<file path="src/rtl/bct_pkg.sv">
`timescale 1ns/1ps
// Package: shared region codes and bus cycle lengths for the bus cycle timer.
// Assumes: region decoding happens upstream and yields one of four codes.
package bct_pkg;
    typedef enum logic [1:0] {
        REG_ROM    = 2'b00,
        REG_WRAM   = 2'b01,
        REG_MMIO   = 2'b10,
        REG_SERIAL = 2'b11
    } region_t;

    localparam int LEN_FAST_I  = 6;
    localparam int LEN_SLOW_I  = 8;
    localparam int LEN_XSLOW_I = 12;
    localparam int CNT_W       = $clog2(LEN_XSLOW_I + 1);

    localparam logic [CNT_W-1:0] LEN_FAST  = CNT_W'(LEN_FAST_I);
    localparam logic [CNT_W-1:0] LEN_SLOW  = CNT_W'(LEN_SLOW_I);
    localparam logic [CNT_W-1:0] LEN_XSLOW = CNT_W'(LEN_XSLOW_I);
endpackage

</file>
<file path="src/rtl/bct_len_decode.sv">
`timescale 1ns/1ps
// Module: picks the master-clock length of an access from its attributes.
// Assumes: purely combinational; the caller samples the result at cycle start.
module bct_len_decode #(
    parameter int                ADDR_W    = 24,
    parameter logic [ADDR_W-1:0] FAST_BASE = 24'h800000
) (
    input  logic                    addr_hi_ok_unused_n,
    input  logic [ADDR_W-1:0]       addr,
    input  logic                    internal_cyc,
    input  bct_pkg::region_t        region,
    input  logic                    fast_en,
    output logic [bct_pkg::CNT_W-1:0] len
);
    import bct_pkg::*;

    logic in_fast_window;
    assign in_fast_window = (addr >= FAST_BASE) & addr_hi_ok_unused_n;

    // Select the length: internal first, then by region.
    always_comb begin
        if (internal_cyc) begin
            len = LEN_FAST;
        end else begin
            unique case (region)
                REG_ROM:    len = (fast_en && in_fast_window) ? LEN_FAST : LEN_SLOW;
                REG_WRAM:   len = LEN_SLOW;
                REG_MMIO:   len = LEN_FAST;
                REG_SERIAL: len = LEN_XSLOW;
                default:    len = LEN_SLOW;
            endcase
        end
    end
endmodule

</file>
<file path="src/rtl/bct_pause_timer.sv">
`timescale 1ns/1ps
// Module: runs a fixed-length stall window started by a pause request.
// Assumes: requests arriving while the window is open are dropped.
module bct_pause_timer #(
    parameter int STALL_LEN = 40
) (
    input  logic clk,
    input  logic rst_n,
    input  logic pause_req,
    output logic stall
);
    localparam int SW = $clog2(STALL_LEN + 1);
    localparam logic [SW-1:0] STALL_INIT = SW'(STALL_LEN);

    logic [SW-1:0] remain;

    // Load on an idle-time request, then count down to zero.
    always_ff @(posedge clk) begin
        if (!rst_n) begin
            remain <= '0;
        end else if (remain != '0) begin
            remain <= remain - SW'(1);
        end else if (pause_req) begin
            remain <= STALL_INIT;
        end
    end

    assign stall = (remain != '0);

    AST_STALL_CAUSE: assert property (@(posedge clk) disable iff (!rst_n)
        $rose(stall) |-> $past(pause_req));
    AST_NO_RELOAD: assert property (@(posedge clk) disable iff (!rst_n)
        (remain != '0) |=> ((remain + SW'(1)) == $past(remain)));
endmodule

</file>
<file path="src/rtl/bct_cycle_counter.sv">
`timescale 1ns/1ps
// Module: counts master clocks through one bus cycle and flags its last clock.
// Assumes: the length input is valid in the first clock (count zero); every
//          length is at least 2, so a cycle never completes in its first clock.
module bct_cycle_counter (
    input  logic                      clk,
    input  logic                      rst_n,
    input  logic                      hold,
    input  logic [bct_pkg::CNT_W-1:0] len_now,
    output logic [bct_pkg::CNT_W-1:0] cnt,
    output logic [bct_pkg::CNT_W-1:0] len_cur,
    output logic                      done
);
    import bct_pkg::*;

    logic [CNT_W-1:0] len_q;
    logic             first;

    assign first   = (cnt == '0);
    assign len_cur = first ? len_now : len_q;
    assign done    = !hold && !first && (cnt == len_q - CNT_W'(1));

    // Latch the length in the first clock; step or wrap the count unless held.
    always_ff @(posedge clk) begin
        if (!rst_n) begin
            cnt   <= '0;
            len_q <= LEN_SLOW;
        end else if (!hold) begin
            if (first) len_q <= len_now;
            cnt <= done ? '0 : cnt + CNT_W'(1);
        end
    end

    AST_DONE_PULSE: assert property (@(posedge clk) disable iff (!rst_n)
        done |=> !done);
    AST_FROZEN: assert property (@(posedge clk) disable iff (!rst_n)
        hold |=> $stable(cnt));
    AST_LEN_HELD: assert property (@(posedge clk) disable iff (!rst_n)
        (!first && !done) |=> $stable(len_q));
    AST_CNT_BOUND: assert property (@(posedge clk) disable iff (!rst_n)
        (first || cnt < len_q));
endmodule

</file>
<file path="src/rtl/bus_cycle_timer.sv">
`timescale 1ns/1ps
// Module: top of the bus cycle timer. Holds the fast-ROM enable bit and ties
//         the length decoder, the pause timer and the cycle counter together.
// Assumes: synchronous active-low reset; region is decoded upstream.
module bus_cycle_timer #(
    parameter int                ADDR_W    = 24,
    parameter logic [ADDR_W-1:0] FAST_BASE = 24'h800000,
    parameter int                STALL_LEN = 40
) (
    input  logic              clk,
    input  logic              rst_n,
    input  logic [ADDR_W-1:0] bus_addr,
    input  logic              bus_internal,
    input  logic [1:0]        bus_region,
    input  logic              fast_wr,
    input  logic              fast_wdata,
    input  logic              pause_req,
    output logic              cycle_done,
    output logic [3:0]        cycle_len,
    output logic              fast_rom_en
);
    import bct_pkg::*;

    logic             fast_q;
    logic             stall;
    logic [CNT_W-1:0] len_now;
    logic [CNT_W-1:0] len_cur;
    logic [CNT_W-1:0] cnt;

    // Fast-ROM enable register, cleared by reset.
    always_ff @(posedge clk) begin
        if (!rst_n)       fast_q <= 1'b0;
        else if (fast_wr) fast_q <= fast_wdata;
    end

    bct_len_decode #(.ADDR_W(ADDR_W), .FAST_BASE(FAST_BASE)) u_dec (
        .addr_hi_ok_unused_n (1'b1),
        .addr                (bus_addr),
        .internal_cyc        (bus_internal),
        .region              (region_t'(bus_region)),
        .fast_en             (fast_q),
        .len                 (len_now)
    );

    bct_pause_timer #(.STALL_LEN(STALL_LEN)) u_pause (
        .clk       (clk),
        .rst_n     (rst_n),
        .pause_req (pause_req),
        .stall     (stall)
    );

    bct_cycle_counter u_cnt (
        .clk     (clk),
        .rst_n   (rst_n),
        .hold    (stall),
        .len_now (len_now),
        .cnt     (cnt),
        .len_cur (len_cur),
        .done    (cycle_done)
    );

    assign cycle_len   = 4'(len_cur);
    assign fast_rom_en = fast_q;

    AST_LEN_LEGAL: assert property (@(posedge clk) disable iff (!rst_n)
        (len_cur == LEN_FAST || len_cur == LEN_SLOW || len_cur == LEN_XSLOW));
    AST_STALL_NO_DONE: assert property (@(posedge clk) disable iff (!rst_n)
        stall |-> !cycle_done);
    AST_SERIAL_LEN: assert property (@(posedge clk) disable iff (!rst_n)
        (cnt == '0 && !bus_internal && bus_region == 2'b11) |-> (len_cur == LEN_XSLOW));
endmodule

</file>
<file path="config.mk">
export PLATFORM = sky130hd
export DESIGN_NAME = bus_cycle_timer
export DESIGN_NICKNAME = d
export VERILOG_FILES = /design/src/rtl/bct_pkg.sv /design/src/rtl/bct_len_decode.sv /design/src/rtl/bct_pause_timer.sv /design/src/rtl/bct_cycle_counter.sv /design/src/rtl/bus_cycle_timer.sv
export SDC_FILE = /design/constraint.sdc
export NUM_CORES = 1
export LEC_CHECK = 0
export CORE_AREA = 2 2 49 51
export CTS_CLUSTER_DIAMETER = 100
export DETAILED_ROUTE_END_ITERATION = 10
export DIE_AREA = 0 0 51 53
export PLACE_DENSITY = 0.75
export SETUP_SLACK_MARGIN = 0.2
export SLEW_MARGIN = 15
export SYNTH_ARGS = -nofsm -noshare
export SYNTH_HDL_FRONTEND = slang
export SYNTH_SLANG_ARGS = --single-unit
</file>
<file path="constraint.sdc">
create_clock -name clk -period 2 [get_ports clk]
set_input_delay 0.5 -clock clk [delete_from_list [all_inputs] [get_ports clk]]
set_output_delay 0.5 -clock clk [all_outputs]
set_load 0.03 [all_outputs]
</file>
Yosys cells after proc, flatten, opt, wreduce, memory -nomap -nowiden
Index checks and enable logic that the tools add are counted.
{"block": "classes", "n_addsub": 3, "n_eq_ne": 4, "magnitude_cmp": 1, "reduce_logical": 9, "muxes": 7}
{"operator": "$ge 24x24->1 const B", "count": 1}
{"operator": "$mux 4", "count": 4}
{"operator": "$pmux 4 s4", "count": 1}
{"operator": "$mux 6", "count": 2}
{"operator": "$reduce_bool 6->1", "count": 1}
{"operator": "$sub 6x1->6 const B", "count": 1}
{"operator": "$add 4x1->4 const B", "count": 1}
{"operator": "$eq 2x2->1 const B", "count": 2}
{"operator": "$eq 4x4->1", "count": 1}
{"operator": "$logic_not 4->1", "count": 1}
{"operator": "$sub 4x1->4 const B", "count": 1}
{"operator": "$logic_and 1x1->1", "count": 3}
{"operator": "$eq 2x1->1 const B", "count": 1}
{"operator": "$logic_not 1->1", "count": 2}
{"operator": "$logic_not 2->1", "count": 1}
{"operator": "$reduce_bool 2->1", "count": 1}
{"block": "word_totals", "out_inout_bits": 6, "regBits": 15}

Logic depth before layout (Yosys ltp)
Gate-level depths: netlist (run 1).
{"block": "depth", "depth_word": 6, "depth_mapped": 8, "mapped_depth_nobuf": 6}

Cells and area by module
A second synthesis (run 1) with hierarchy kept.
{"block": "unflattened", "hier_cells": 99, "hier_area_um2": 943.4}
{"module": "bct_cycle_counter", "cells_per_inst": 53, "area_per_inst_um2": 539.3, "n_inst": 1}
{"module": "bct_pause_timer", "cells_per_inst": 34, "area_per_inst_um2": 315.3, "n_inst": 1}
{"module": "bct_len_decode", "cells_per_inst": 8, "area_per_inst_um2": 48.8, "n_inst": 1}
{"module": "bus_cycle_timer", "cells_per_inst": 4, "area_per_inst_um2": 40.0, "n_inst": 1}

Worst setup path before layout (run 1)
OpenSTA, ideal clock, no wires.
{"block": "synth_path", "path_kind": "reg2out", "from": "register u_cnt.cnt[0] (netlist bit)", "to": "output port cycle_len[3]", "required_ps": 1500, "slack_ps": -17, "t_arrival_ps": 1517, "stages_incl_launch_ff": 5, "path_cell_list": "dfxtp_1 inv_1 ha_1 nor3b_2 o21ai_0"}
{"block": "synth_between", "elab_chain_cells": 2}
{"item": "from (decl)", "line_no": "bct_cycle_counter.sv:10", "text": "output logic [bct_pkg::CNT_W-1:0] cnt,"}
{"item": "from (signal assigned)", "line_no": "bct_cycle_counter.sv:30", "text": "cnt <= done ? '0 : cnt + CNT_W'(1);"}
{"item": "$logic_not 4->1", "line_no": "bct_cycle_counter.sv:19", "text": "assign first = (cnt == '0);"}
{"item": "$mux 4"}
{"item": "to (decl)", "line_no": "bus_cycle_timer.sv:19", "text": "output logic [3:0] cycle_len,"}
Every way passes these cells.

Worst setup path after layout (run 1)
{"block": "layout_path", "from": "register u_cnt.cnt[3] (netlist bit)", "to": "output port cycle_done"}
{"block": "layout_between", "elab_chain_cells": 4, "elab_cells_between_ends": 5, "classes_between": "eq/ne: 1; reduce/logical: 4"}
{"item": "$logic_not 4->1", "line_no": "bct_cycle_counter.sv:19"}
{"item": "$logic_not 1->1", "line_no": "bct_cycle_counter.sv:21", "text": "assign done = !hold && !first && (cnt == len_q - CNT_W'(1));"}
{"item": "$logic_and 1x1->1", "line_no": "bct_cycle_counter.sv:21"}
{"item": "$logic_and 1x1->1 *", "line_no": "bct_cycle_counter.sv:21"}
{"item": "to (decl)", "line_no": "bus_cycle_timer.sv:18", "text": "output logic cycle_done,"}
Mark *: on every way between the ends. The rest lies on a longest branch, timed or not.

==> results.cfg, run 1 <==
[outcome]
status = finished with violations
violations = negative setup slack

[finish]
num_antenna_cells = 0
design_area_um2 = 1280
area_delta_synth_final_pct = 55.2
postLayoutCoreUtil_pct = 59.6
drive_gt1_share_pct = 38.4
fin_nets = 176

[detailed_routing]
drc_errors = 0
vias_per_cell = 5.08
totalWireLength_mm = 2.20
postRouteAntennaNets = 0
dr.pass1.iters = 5
drt_iter0_markers = 11
wl_per_cell_um = 13.3
num_vias = 844

[yosys]
synth-seq-area-share_pct = 36.4
syn-cell-area_um2 = 825
yosysWarnings = 0
syn_area_per_cell_um2 = 8.25
synthTopCellsByArea = dfxtp_1 (36%), ha_1 (7.6%), xnor2_1 (6.4%)
ys_ff_latch = 15
yosysUniqueCellTypes = 30
yosysTopAreaCellShare_pct = 36.4
synthCells = 100
syn_nets = 137
async_flop_share_pct = 0
synthFlopType = dfxtp_1
synth_most_common_cell = dfxtp_1
netlist_top_cells_count = dfxtp_1 (15), nor2_1 (11), inv_1 (10)
synth_top_cell_by_area = dfxtp_1
synth_edf_count = 0

[die]
die_w_um = 51
fp.coreArea_um2 = 2150
rows = 17
io_pins = 38
fp.dieArea_um2 = 2700
initial_core_util_pct = 38.4
fp.dieH_um = 53

[critical_path]
worst_setup_path_start_kind = register
r2r_slack_ns = 0.28
crit_arrival_ns = 1.69
endpoint_kind = primary output
r2r_end = u_cnt.cnt[2]
worst-path-max-fanout = 2
worstSetupPathType = register to primary output
regToRegStartpoint = u_cnt.cnt[3]
cp_data_required_time_ns = 1.50
r2r_cells = 8

[sta]
relSlewSlack_pct = 78.5
min_period_ns = 2.19
postLayoutSetupSlackWorst_ns = -0.192
setup-violations-final = 3
rsz0062_at_grt = yes
fin_crit_sh_pct = 110
max_freq_mhz = 456
hold_viol = 0
tightest_slew_ns = 0.319
hold_slack_ns = 0.499
skew_ns = 0.00106
maxSlewViolCount = 0

[cts]
clock_sinks = 15
clk_latency_ns = 0.29
clockBufferDepth = 2
path_clk_slew_ns = 0.09
cts_tree = done
cts_htree_levels = 1
postCtsHoldBufs = 0
cts_root_buf = clkbuf_4
cts_buffers = 3

[min_path]
holdPathEnd = u_pause.remain[3]
hold_path_class = register to register
hp-start = u_pause.remain[3]
hold_depth = 2

[global_route]
grtUsageTotal_pct = 18.4
top_usage_layer = met2
use_met1_pct = 20.9
grt_pass1_wl_mm = 3.57
antenna_found_initial = 0
overflow = 0
globalRouteMet2Util_pct = 31.8
grt_pass1_vias = 836
use_met3_pct = 0.565
grt_max_degree = 14

[power]
ir_drop_mv = 0.982
total_power_mw = 2.01
p_leak_nw = 0.574
p_per_area_nw_per_um2 = 1570

[placement]
gp_congestion = 0.827
postPlaceCellArea_um2 = 1090
port_buffers = 14
post-dp-hpwl_mm = 1.45

[run]
drv_cap = 0
where the power goes:
group          total, mW  internal (mW)  switching, mW  leakage [nW]
sequential         0.463          0.389         0.0738         0.125
combinational       1.36          0.686          0.678         0.432
clock              0.181         0.0745          0.107        0.0177
total               2.01           1.15          0.859         0.574
how the worst max path moves through the flow:
stage | startpoint | end | slack, ns
finish | u_cnt.cnt[3] | cycle_done | -0.19
global route | u_cnt.len_q[1] | cycle_done | -0.27
global placement | bus_addr[23] | cycle_len[3] | -0.52
detailed placement | bus_addr[23] | cycle_len[3] | -0.55
CTS | u_cnt.len_q[0] | cycle_done | -0.17
floorplan | u_cnt.cnt[0] | cycle_done | 0.19
area by class of cell:
cell class	instances	area, um^2
fillers	185	868
well taps	28	35.0
clock inverters	1	5.00
clock buffers	3	22.5
flip-flops and latches	15	305
inverters	10	37.5
multi-input cells	73	559
repair buffers	36	315
placed cells by master (no fill, tap or decap), types with 3 or more instances in the layout:
cell             instances
nor3_1                   3
inv_2                    4
dlygate4sd2_1            3
nand3_1                  3
ha_1                     3
buf_6                    7
nand2_1                  7
clkbuf_4                 3
buf_4                   20
dfxtp_2                  4
xor2_1                   4
dfxtp_1                 11
and3_1                   3
a21oi_1                  7
nor2_1                   9
xnor2_1                  4
clkdlybuf4s50_1          6
inv_1                    6
worst max-delay path, cell delays in order, from the launching register on:
cell and delay, ns:
dfxtp_1 0.35, buf_4 0.16, xnor2_2 0.14, xnor2_1 0.20, nor3_2 0.07, o21a_2 0.21, and2_4 0.15, buf_6 0.13
sequential cells by signal, summed over array words and instances, names as in the netlist:
| name | cells |
|---|---|
| u_cnt.cnt | 4 |
| fast_rom_en | 1 |
| u_cnt.len_q | 4 |
| u_pause.remain | 6 |
per-stage QoR:
step	TNS, ns	instances	setup slack [ns]
CTS	-0.364	165	-0.167
finish	-0.361	166	-0.192
global route	-0.735	166	-0.267
floorplan	0	100	0.194
detailed placement	-0.824	152	-0.548
global placement	-0.738	152	-0.517
cell families after synthesis:
kind of cell	Yosys count	share of synthesized area, %
AOI/OAI and AO/OA	23	17.6
xor gates and xnor gates	10	10.6
adders and majority gates	5	7.59
buffers and inverters	12	6.07
DFF	15	36.4
muxes	1	1.21
and+or+nand+nor	34	20.5
metal layers:
layer,vias up,part of all wire [%]
li1,417,-
met1,392,44
met2,24,49
met3,11,2.5
met4,0,4.8
met5,-,0
what timing repair did:
action                     CTS  global route
setup buffers                9             1
setup endpoints to repair    6             5
pin swaps                    3             2
resized for setup           26             4
Note: power is estimated with default switching activity, not from simulation.
==> inputs of run 2 (changes only) <==
SETUP_SLACK_MARGIN = default   (was 0.2)
==> run 2 against run 1 <==
  * Core utilization shrank 0.82 points
  * Global-route usage decreased by 1.2 points
  * Via count fell by 2.8%
  * Sequential power decreased by 1%
  * Non-clock buffer count fell by 2
  * Total power decreased by 6.4%
  * Register-to-register slack worse by 0.20 ns
  * Die area unchanged
  * Flip-flop and latch count did not move
  * First-iteration DRC count is 18% higher
  * The run still ends with negative setup slack left
  * Design area decreased by 1.4%
  * Critical path type unchanged
  * Highest routed layer unchanged
==> results.cfg, run 2 (synthesis results as in run 1) <==
[cts]
cts_htree_levels = 1
clockBufferDepth = 2
clk_latency_ns = 0.28
postCtsHoldBufs = 0
cts_root_buf = clkbuf_4
cts_tree = done
clock_sinks = 15
cts_buffers = 3
path_clk_slew_ns = 0.08

[die]
fp.dieH_um = 53
initial_core_util_pct = 38.4
rows = 17
fp.coreArea_um2 = 2150
die_w_um = 51
fp.dieArea_um2 = 2700
io_pins = 38

[detailed_routing]
num_vias = 820
wl_per_cell_um = 12.8
postRouteAntennaNets = 0
totalWireLength_mm = 2.10
dr.pass1.iters = 4
drc_errors = 0
vias_per_cell = 5.00
drt_iter0_markers = 13

[power]
internal_power_mw = 1.08
p_per_area_nw_per_um2 = 1490
p_clk_share_pct = 9.1
seqPwrFrac_pct = 24.4
p_switching_mw = 0.800
p_leak_nw = 0.554
ir_drop_mv = 0.837
comb_power_share_pct = 66.5
total_power_mw = 1.88
sw_frac_of_total_pct = 42.5

[critical_path]
crit_arrival_ns = 1.69
regToRegStartpoint = u_cnt.cnt[0]
setup.worst_path.end = cycle_done
endpoint_kind = primary output
worst_setup_path_start_kind = register
crit_start = u_cnt.len_q[1]
worst-path-max-fanout = 2
r2r_slack_ns = 0.08
r2r_end = u_cnt.len_q[3]
r2r_cells = 12
cp_data_required_time_ns = 1.50
worstSetupPathType = register to primary output

[finish]
area_delta_synth_final_pct = 53.1
final_common_cell = buf_4
fin_nets = 174
regMostFlops = u_pause.remain
multi_input_comb_area_um2 = 558
final_cells = 164
largest_register_ffs = 6
fillers = 169
seqCellArea_um2 = 307
layout_common_cells = buf_4 (19), nor2_1 (10), dfxtp_1 (10), clkdlybuf4s50_1 (9)
postLayoutCoreUtil_pct = 58.8
design_area_um2 = 1260
num_antenna_cells = 0
reg_top3 = u_pause.remain: 6 flops, u_cnt.cnt: 4 flops, u_cnt.len_q: 4 flops
drive_gt1_share_pct = 34.6

[sta]
relSlewSlack_pct = 75.1
fin_crit_sh_pct = 110
setup-violations-final = 4
hold_viol = 0
skew_ns = 0.000776
maxSlewViolCount = 0
hold_slack_ns = 0.503
postLayoutSetupSlackWorst_ns = -0.190
rsz0062_at_grt = yes
tightest_slew_ns = 0.373
setup_tns_ns = -0.558
max_freq_mhz = 457
min_period_ns = 2.19

[global_route]
overflow = 0
grtUsageTotal_pct = 17.2
grt_pass1_wl_mm = 3.52
grt_pass1_vias = 818
antenna_found_initial = 0
grt_max_degree = 14

[placement]
post-dp-hpwl_mm = 1.35
port_buffers = 14
pre_cts_slack_ns = -0.0852
postPlaceCellArea_um2 = 1040
dpl.cell_count = 149
gp_congestion = 0.730

[outcome]
violations = negative setup slack
status = finished with violations

[min_path]
hold_path_class = register to register

[run]
drv_cap = 0
[run 2: worst max-delay path, cell delays in order, from the launching register on]
cell and delay, ns:
dfxtp_2 0.35, inv_2 0.06, ha_4 0.23, xnor2_4 0.13, nor3_4 0.21, o21a_2 0.17
and2_4 0.14, buf_6 0.12
[run 2: power groups by stage]
| stage | clock network (mW) | logic (mW) | registers [mW] |
|---|---|---|---|
| after floorplan | 0 | 0.638 | 0.455 |
| after global placement | 0 | 0.912 | 0.448 |
| after detailed placement | 0 | 0.937 | 0.453 |
| after CTS | 0.179 | 1.16 | 0.455 |
| after global routing | 0.192 | 1.37 | 0.468 |
| final | 0.172 | 1.25 | 0.458 |
[run 2: repair_timing]
item,in CTS,in global routing
endpoints found under the setup margin,5,7
gates resized for setup,23,6
hold endpoints to repair,0,0
pin swaps,4,1
setup buffers,10,3
[run 2: worst min-delay path by stage]
| stage | startpoint | endpoint | slack, ns | cells after the start |
|---|---|---|---|---|
| 5_1_grt | u_cnt.len_q[1] | u_cnt.len_q[1] | 0.53 | 2 |
| 4_1_cts | u_cnt.len_q[1] | u_cnt.len_q[1] | 0.50 | 2 |
| 6_report | u_pause.remain[3] | u_pause.remain[3] | 0.50 | 2 |
| 2_1_floorplan | u_pause.remain[3] | u_pause.remain[3] | 0.46 | 2 |
| 3_5_place_dp | u_pause.remain[3] | u_pause.remain[3] | 0.49 | 2 |
| 3_3_place_gp | u_pause.remain[3] | u_pause.remain[3] | 0.48 | 2 |
[run 2: layout make-up]
cell class,count,share of cell area [%]
Tap cell,28,2.78
Timing Repair Buffer,34,23.7
Multi-Input combinational cell,73,44.2
Inverter,10,2.97
Sequential cell,15,24.3
Clock buffer,4,2.08
[run 2: layer usage]
metal  global-route usage (%)  part of all wire (%)  up-vias
li1                         -                     -      421
met4                     10.8                   1.3        0
met1                     21.2                    45      390
met2                     30.1                    53        7
met5                        0                     0        -
met3                        0                  0.67        2
